--- config.mk ---
export PLATFORM = sky130hd
export DESIGN_NAME = hilo_mac_unit
export DESIGN_NICKNAME = d
export VERILOG_FILES = /design/src/rtl/hilo_mac_pkg.sv /design/src/rtl/hilo_ctrl.sv /design/src/rtl/hilo_mul_pipe.sv /design/src/rtl/hilo_accum.sv /design/src/rtl/hilo_mac_unit.sv
export SDC_FILE = /design/constraint.sdc
export NUM_CORES = 2
export LEC_CHECK = 0
export ABC_AREA = 1
export BUFFER_PORTS_ARGS = -buffer_cell sky130_fd_sc_hd__buf_2
export CAP_MARGIN = 20
export CORE_AREA = 2 2 391 393
export CTS_CLUSTER_SIZE = 24
export DETAILED_ROUTE_END_ITERATION = 8
export DIE_AREA = 0 0 393 395
export GPL_TIMING_DRIVEN = 0
export HOLD_SLACK_MARGIN = 0.12
export PLACE_DENSITY = 0.61
export SLEW_MARGIN = 40
export SYNTH_ARGS = -nofsm -noshare
export SYNTH_HDL_FRONTEND = slang
export SYNTH_SLANG_ARGS = --single-unit
--- constraint.sdc ---
create_clock -name clk -period 11.5 [get_ports clk]
set_clock_uncertainty 0.15 [all_clocks]
set_input_delay 1.725 -clock clk [delete_from_list [all_inputs] [get_ports clk]]
set_output_delay 1.725 -clock clk [all_outputs]
set_load 0.01 [all_outputs]
--- src/rtl/hilo_mac_pkg.sv ---
package hilo_mac_pkg;

  typedef enum logic [1:0] {
    FN_MUL  = 2'b00,
    FN_NMUL = 2'b01,
    FN_MADD = 2'b10,
    FN_MSUB = 2'b11
  } mac_fn_e;

  // bit 3: unsigned, bit 2: return HI, bits 1:0: function
  typedef struct packed {
    logic    is_unsigned;
    logic    ret_hi;
    mac_fn_e fn;
  } mac_op_t;

  function automatic mac_op_t decode_op(input logic [3:0] code);
    return mac_op_t'(code);
  endfunction

endpackage

--- src/rtl/hilo_ctrl.sv ---
module hilo_ctrl (
  input  logic clk,
  input  logic rst_n,
  input  logic in_valid,
  input  logic retire,
  output logic in_ready,
  output logic accept
);
  logic busy_q;

  assign in_ready = !busy_q;
  assign accept   = in_valid && !busy_q;

  always_ff @(posedge clk) begin
    if (!rst_n)       busy_q <= 1'b0;
    else if (accept)  busy_q <= 1'b1;
    else if (retire)  busy_q <= 1'b0;
  end

  AST_ONE_IN_FLIGHT: assert property (@(posedge clk) disable iff (!rst_n)
    accept |=> !in_ready);
  AST_RETIRE_FREES: assert property (@(posedge clk) disable iff (!rst_n)
    (retire && !accept) |=> in_ready);

endmodule

--- src/rtl/hilo_mul_pipe.sv ---
module hilo_mul_pipe
  import hilo_mac_pkg::*;
#(
  parameter int DATA_W     = 32,
  parameter int MUL_STAGES = 2
) (
  input  logic              clk,
  input  logic              rst_n,
  input  logic              accept,
  input  logic [3:0]        op_code,
  input  logic [DATA_W-1:0] a,
  input  logic [DATA_W-1:0] b,
  output logic              prod_valid,
  output logic [2*DATA_W-1:0] prod,
  output mac_op_t           prod_op
);
  localparam int PW = 2 * DATA_W;

  logic signed [DATA_W:0] ea_q, eb_q;
  mac_op_t                op_q;
  logic [MUL_STAGES-1:0]  vld_q;
  logic [PW-1:0]          p0;

  // stage 0: capture extended operands; operands stay put until the next accept
  always_ff @(posedge clk) begin
    if (!rst_n) begin
      ea_q  <= '0;
      eb_q  <= '0;
      op_q  <= mac_op_t'('0);
      vld_q <= '0;
    end else begin
      vld_q <= (vld_q << 1) | MUL_STAGES'(accept);
      if (accept) begin
        op_q <= decode_op(op_code);
        ea_q <= decode_op(op_code).is_unsigned ? {1'b0, a} : {a[DATA_W-1], a};
        eb_q <= decode_op(op_code).is_unsigned ? {1'b0, b} : {b[DATA_W-1], b};
      end
    end
  end

  assign p0 = PW'(ea_q) * PW'(eb_q);

  generate
    if (MUL_STAGES == 1) begin : g_flat
      assign prod = p0;
    end else begin : g_deep
      logic [PW-1:0] pr_q [MUL_STAGES-1];
      always_ff @(posedge clk) begin
        pr_q[0] <= p0;
        for (int i = 1; i < MUL_STAGES - 1; i++) pr_q[i] <= pr_q[i-1];
      end
      assign prod = pr_q[MUL_STAGES-2];
    end
  endgenerate

  assign prod_valid = vld_q[MUL_STAGES-1];
  assign prod_op    = op_q;

  AST_PIPE_SINGLE: assert property (@(posedge clk) disable iff (!rst_n)
    $onehot0(vld_q));
  AST_OP_HELD: assert property (@(posedge clk) disable iff (!rst_n)
    !accept |=> $stable(op_q));

endmodule

--- src/rtl/hilo_accum.sv ---
module hilo_accum
  import hilo_mac_pkg::*;
#(
  parameter int DATA_W = 32
) (
  input  logic                clk,
  input  logic                rst_n,
  input  logic                fire,
  input  logic [2*DATA_W-1:0] prod,
  input  mac_op_t             op,
  output logic [DATA_W-1:0]   hi_q,
  output logic [DATA_W-1:0]   lo_q,
  output logic                out_valid,
  output logic [DATA_W-1:0]   out_word
);
  localparam int PW = 2 * DATA_W;

  logic [PW-1:0] acc, res;

  assign acc = {hi_q, lo_q};

  always_comb begin
    unique case (op.fn)
      FN_MUL:  res = prod;
      FN_NMUL: res = PW'(0) - prod;
      FN_MADD: res = acc + prod;
      FN_MSUB: res = acc - prod;
      default: res = prod;
    endcase
  end

  always_ff @(posedge clk) begin
    if (!rst_n) begin
      hi_q      <= '0;
      lo_q      <= '0;
      out_valid <= 1'b0;
      out_word  <= '0;
    end else begin
      out_valid <= fire;
      if (fire) begin
        hi_q     <= res[PW-1:DATA_W];
        lo_q     <= res[DATA_W-1:0];
        out_word <= op.ret_hi ? res[PW-1:DATA_W] : res[DATA_W-1:0];
      end
    end
  end

  AST_DONE_PULSE: assert property (@(posedge clk) disable iff (!rst_n)
    out_valid |=> !out_valid);
  AST_HILO_STABLE: assert property (@(posedge clk) disable iff (!rst_n)
    !fire |=> $stable({hi_q, lo_q}));
  AST_WORD_FROM_ACC: assert property (@(posedge clk) disable iff (!rst_n)
    out_valid |-> (out_word == hi_q || out_word == lo_q));

endmodule

--- src/rtl/hilo_mac_unit.sv ---
module hilo_mac_unit
  import hilo_mac_pkg::*;
#(
  parameter int DATA_W     = 32,
  parameter int MUL_STAGES = 2
) (
  input  logic              clk,
  input  logic              rst_n,
  input  logic              in_valid,
  output logic              in_ready,
  input  logic [3:0]        in_op,
  input  logic [DATA_W-1:0] in_a,
  input  logic [DATA_W-1:0] in_b,
  output logic              out_valid,
  output logic [DATA_W-1:0] out_word,
  output logic [DATA_W-1:0] hi_q,
  output logic [DATA_W-1:0] lo_q
);
  localparam int LATENCY = MUL_STAGES + 1;

  logic                accept, fire;
  logic [2*DATA_W-1:0] prod;
  mac_op_t             prod_op;

  hilo_ctrl u_ctrl (
    .clk      (clk),
    .rst_n    (rst_n),
    .in_valid (in_valid),
    .retire   (fire),
    .in_ready (in_ready),
    .accept   (accept)
  );

  hilo_mul_pipe #(.DATA_W(DATA_W), .MUL_STAGES(MUL_STAGES)) u_mul (
    .clk        (clk),
    .rst_n      (rst_n),
    .accept     (accept),
    .op_code    (in_op),
    .a          (in_a),
    .b          (in_b),
    .prod_valid (fire),
    .prod       (prod),
    .prod_op    (prod_op)
  );

  hilo_accum #(.DATA_W(DATA_W)) u_acc (
    .clk       (clk),
    .rst_n     (rst_n),
    .fire      (fire),
    .prod      (prod),
    .op        (prod_op),
    .hi_q      (hi_q),
    .lo_q      (lo_q),
    .out_valid (out_valid),
    .out_word  (out_word)
  );

  initial begin
    AST_LATENCY_MIN: assert (LATENCY >= 2);
  end

endmodule

==> qor.txt <==
Max-Cap Viols: 0
Final setup viols: 0
Row Count: 143
Post-Route WL: 257000 um
Post-Synthesis Cell Area: 55600 um2
Most used DFF post-synth: dfxtp_1
CTS Buf Count: 36
Top cell type's share of synthesized area: 40.6%
Area leader, netlist: fa_1
Async SR Flop Fraction: 0%
CTS Buffer Depth: 3
CTS clk-pin slew, worst paths: 50 ps
First-pass GRT wire length: 364000 um
Die width: 393 um
Mapped Cells: 7621
Ports: 169
P per Cell Area: 175 nW/um2
Area growth from synthesis to layout: 8.82%
Post-CTS setup buffer count: 0
Die height: 395 um
Critical path launch point type: flip-flop
DRC errors left: 0
Most used cell, CP: fa_1
Post-synth EDFFs: 0
Final slew viol count: 0
Total negative slack: 0 ps
DR vias: 50900
GRT busiest layer: met2
Starting Density: 36.8%
Hold Crit Class: reg2reg
Met1 usage: 39.7%
Synthesized Nets: 9094
CP peak stage delay: 850 ps
Vias in the first global route: 52700
DR WL/cell: 25.9 um
YS warnings: 0
Vias per std cell: 5.15
Initial antenna violation count: 8
Synth area leaders: fa_1, inv_1, nand2_1, dfxtp_1, ha_1
RSZ-0062 raised after global routing: no
Filler cell count in the final layout: 16100
Area of the multi-input gates: 41900 um2
All-layer global routing usage: 33.2%
CP max FO: 10
Layout Nets: 9307
Final Hold Slack: 272 ps
Root Driver: clkbuf_16
Hold Path Stages: 2
Largest net degree at the start of global routing: 17
Slowest CP cell: fa_1
Register area share after synthesis: 8.39%
CTS tree: built
Post-Syn Area per Cell: 7.29 um2
Peak Freq: 0.105 GHz
CTS Sinks: 233
Final hold vios: 0
Static leakage: 34.5 nW
Grt met2 use: 52.8%
Post-CTS Hold Buffers: 0
Final HPWL DP: 215000 um
Grt ovf: 0
R2R cell count: 27
Setup Crit Path Kind: reg2reg
Layout cells sized above 1: 5.23%
IR drop worst, VDD: 0.000142 V
Minimum clock period: 9500 ps
GPL Wtd Cong: 1.03
Max transition margin: 35.2%
Fin crit share: 82.6%
Core ar.: 151000 um2
Measured slew at the worst slew-check pin: 972 ps
H-tree levels: 2
Final antenna-violating net count: 0
Total area of sequential cells: 4660 um2
Drt pass-1 iters: 8
Resized cells post-CTS: 0
Die Area: 155000 um2
CP Data Required Time: 11860 ps
Status: complete, no violations
Seq cells post-synth: 233
Crit path DAT: 9870 ps
Critical Path End Type: flip-flop
1st-iter DRT viols: 4847
GR Layer Usage met3: 7.74%
Yosys cell types: 49
PortBufs: 168
Worst-Skew Late Latency: 650 ps
flip-flops by register name, indices dropped and copies added, names as in the netlist:
| register | count |
|---|---|
| u_mul.ea_q | 33 |
| u_mul.eb_q | 33 |
| u_acc.out_word | 32 |
| u_acc.lo_q | 32 |
| u_acc.hi_q | 32 |
| u_mul.prod_op | 3 |
| u_acc.out_valid | 1 |
| u_ctrl.busy_q | 1 |
| u_mul.g_deep.pr_q | 64 |
| u_mul.vld_q | 2 |
worst paths after layout:
| path | startpoint | to | slack (ps) |
|---|---|---|---|
| hold / removal | u_mul.vld_q[0] | u_mul.vld_q[1] | 270 |
| setup / recovery | u_mul.ea_q[32] | u_mul.g_deep.pr_q[0][63] | 2000 |
| hold reg to reg | u_mul.vld_q[0] | u_mul.vld_q[1] | 270 |
| setup reg to reg | u_mul.ea_q[32] | u_mul.g_deep.pr_q[0][63] | 2000 |
cells by family after synthesis:
logic type	after synthesis	synth area share, %
compound gates	673	6.72
simple gates	2808	20.2
buf+inv	2397	16.2
flops	233	8.39
xor+xnor	107	1.69
fa+ha+maj	1402	46.8
mux	1	0.0180
routing by layer:
metal | up-vias | part of all wire [%]
met5 | - | 0.016
met4 | 6 | 8.5
met3 | 716 | 9.5
met2 | 2698 | 45
met1 | 25000 | 37
li1 | 22600 | -
power breakdown:
part | internal, mW | switching, mW
clock | 0.719 | 0.507
combinational | 2.62 | 5.55
sequential | 1.01 | 0.159
synth_stat cells, types with 2 or more instances:
library cell	n
a21o_1	18
a21oi_1	197
a22o_1	13
a31oi_1	78
and3_1	6
buf_1	14
buf_2	5
clkbuf_1	328
clkinv_1	3
dfxtp_1	233
fa_1	1126
ha_1	276
inv_1	2044
inv_2	3
nand2_1	1922
nand2_2	5
nand2_4	2
nand3_1	241
nand3b_1	12
nand4_1	39
nor2_1	500
nor2_2	8
nor2_8	3
nor3_1	32
nor4_1	12
o211ai_1	9
o21a_1	6
o21ai_0	289
o21ai_1	3
o21ai_2	4
o21bai_1	26
o221ai_1	3
o22ai_1	20
o31ai_1	2
or2_2	20
xnor2_1	35
xor2_1	72
cell usage in the layout, fill, tap and decap left out, types with 5 or more instances in the layout:
cell type	instances
buf_1	13
nand4_1	39
o21ai_1	7
and3_1	6
nand2_1	1922
dfxtp_1	233
o21a_1	6
o211ai_1	9
o21bai_1	26
inv_1	2044
bufinv_16	5
nor3_1	32
nand3_1	241
clkbuf_16	36
a31oi_1	78
o21ai_0	285
fa_1	1124
nand3b_1	12
ha_1	276
or2_2	20
nor2_2	9
a21oi_1	197
nor2_1	499
clkbuf_2	117
a22o_1	13
nor4_1	11
o22ai_1	20
clkbuf_1	214
a21o_1	18
nand2_2	5
xor2_1	72
xnor2_1	35
buf_2	174
critical path, delay by kind of cell, from the launching register on:
kind	cells	cell delay, ps
AOI/OAI and AO/OA	5	1150
buffers and inverters	8	1900
and+or+nand+nor	5	730
DFF	1	310
adders and majority gates	9	5130
metrics by stage:
stage	util, %	total power [mW]	setup slack, ps	cells	cell area (um2)
floorplan	-	6.23	4170	7621	55600
global placement	39.0	9.08	1700	9819	59000
detailed placement	39.2	9.15	2090	9824	59200
CTS	40.0	10.4	2070	9888	60500
global route	40.0	11.4	1630	9890	60500
finish	40.0	10.6	2000	9894	60500
area by class of cell:
cell class / count / area share [%]
antenna: 4 / 0.0165
inverter: 2050 / 12.7
multi-input combinational: 4991 / 69.3
tap: 2030 / 4.20
timing repair buffer: 175 / 1.55
clock inverter: 19 / 0.449
buffer: 347 / 2.42
clock buffer: 45 / 1.61
sequential: 233 / 7.71
(Power assumes the default switching activity.)
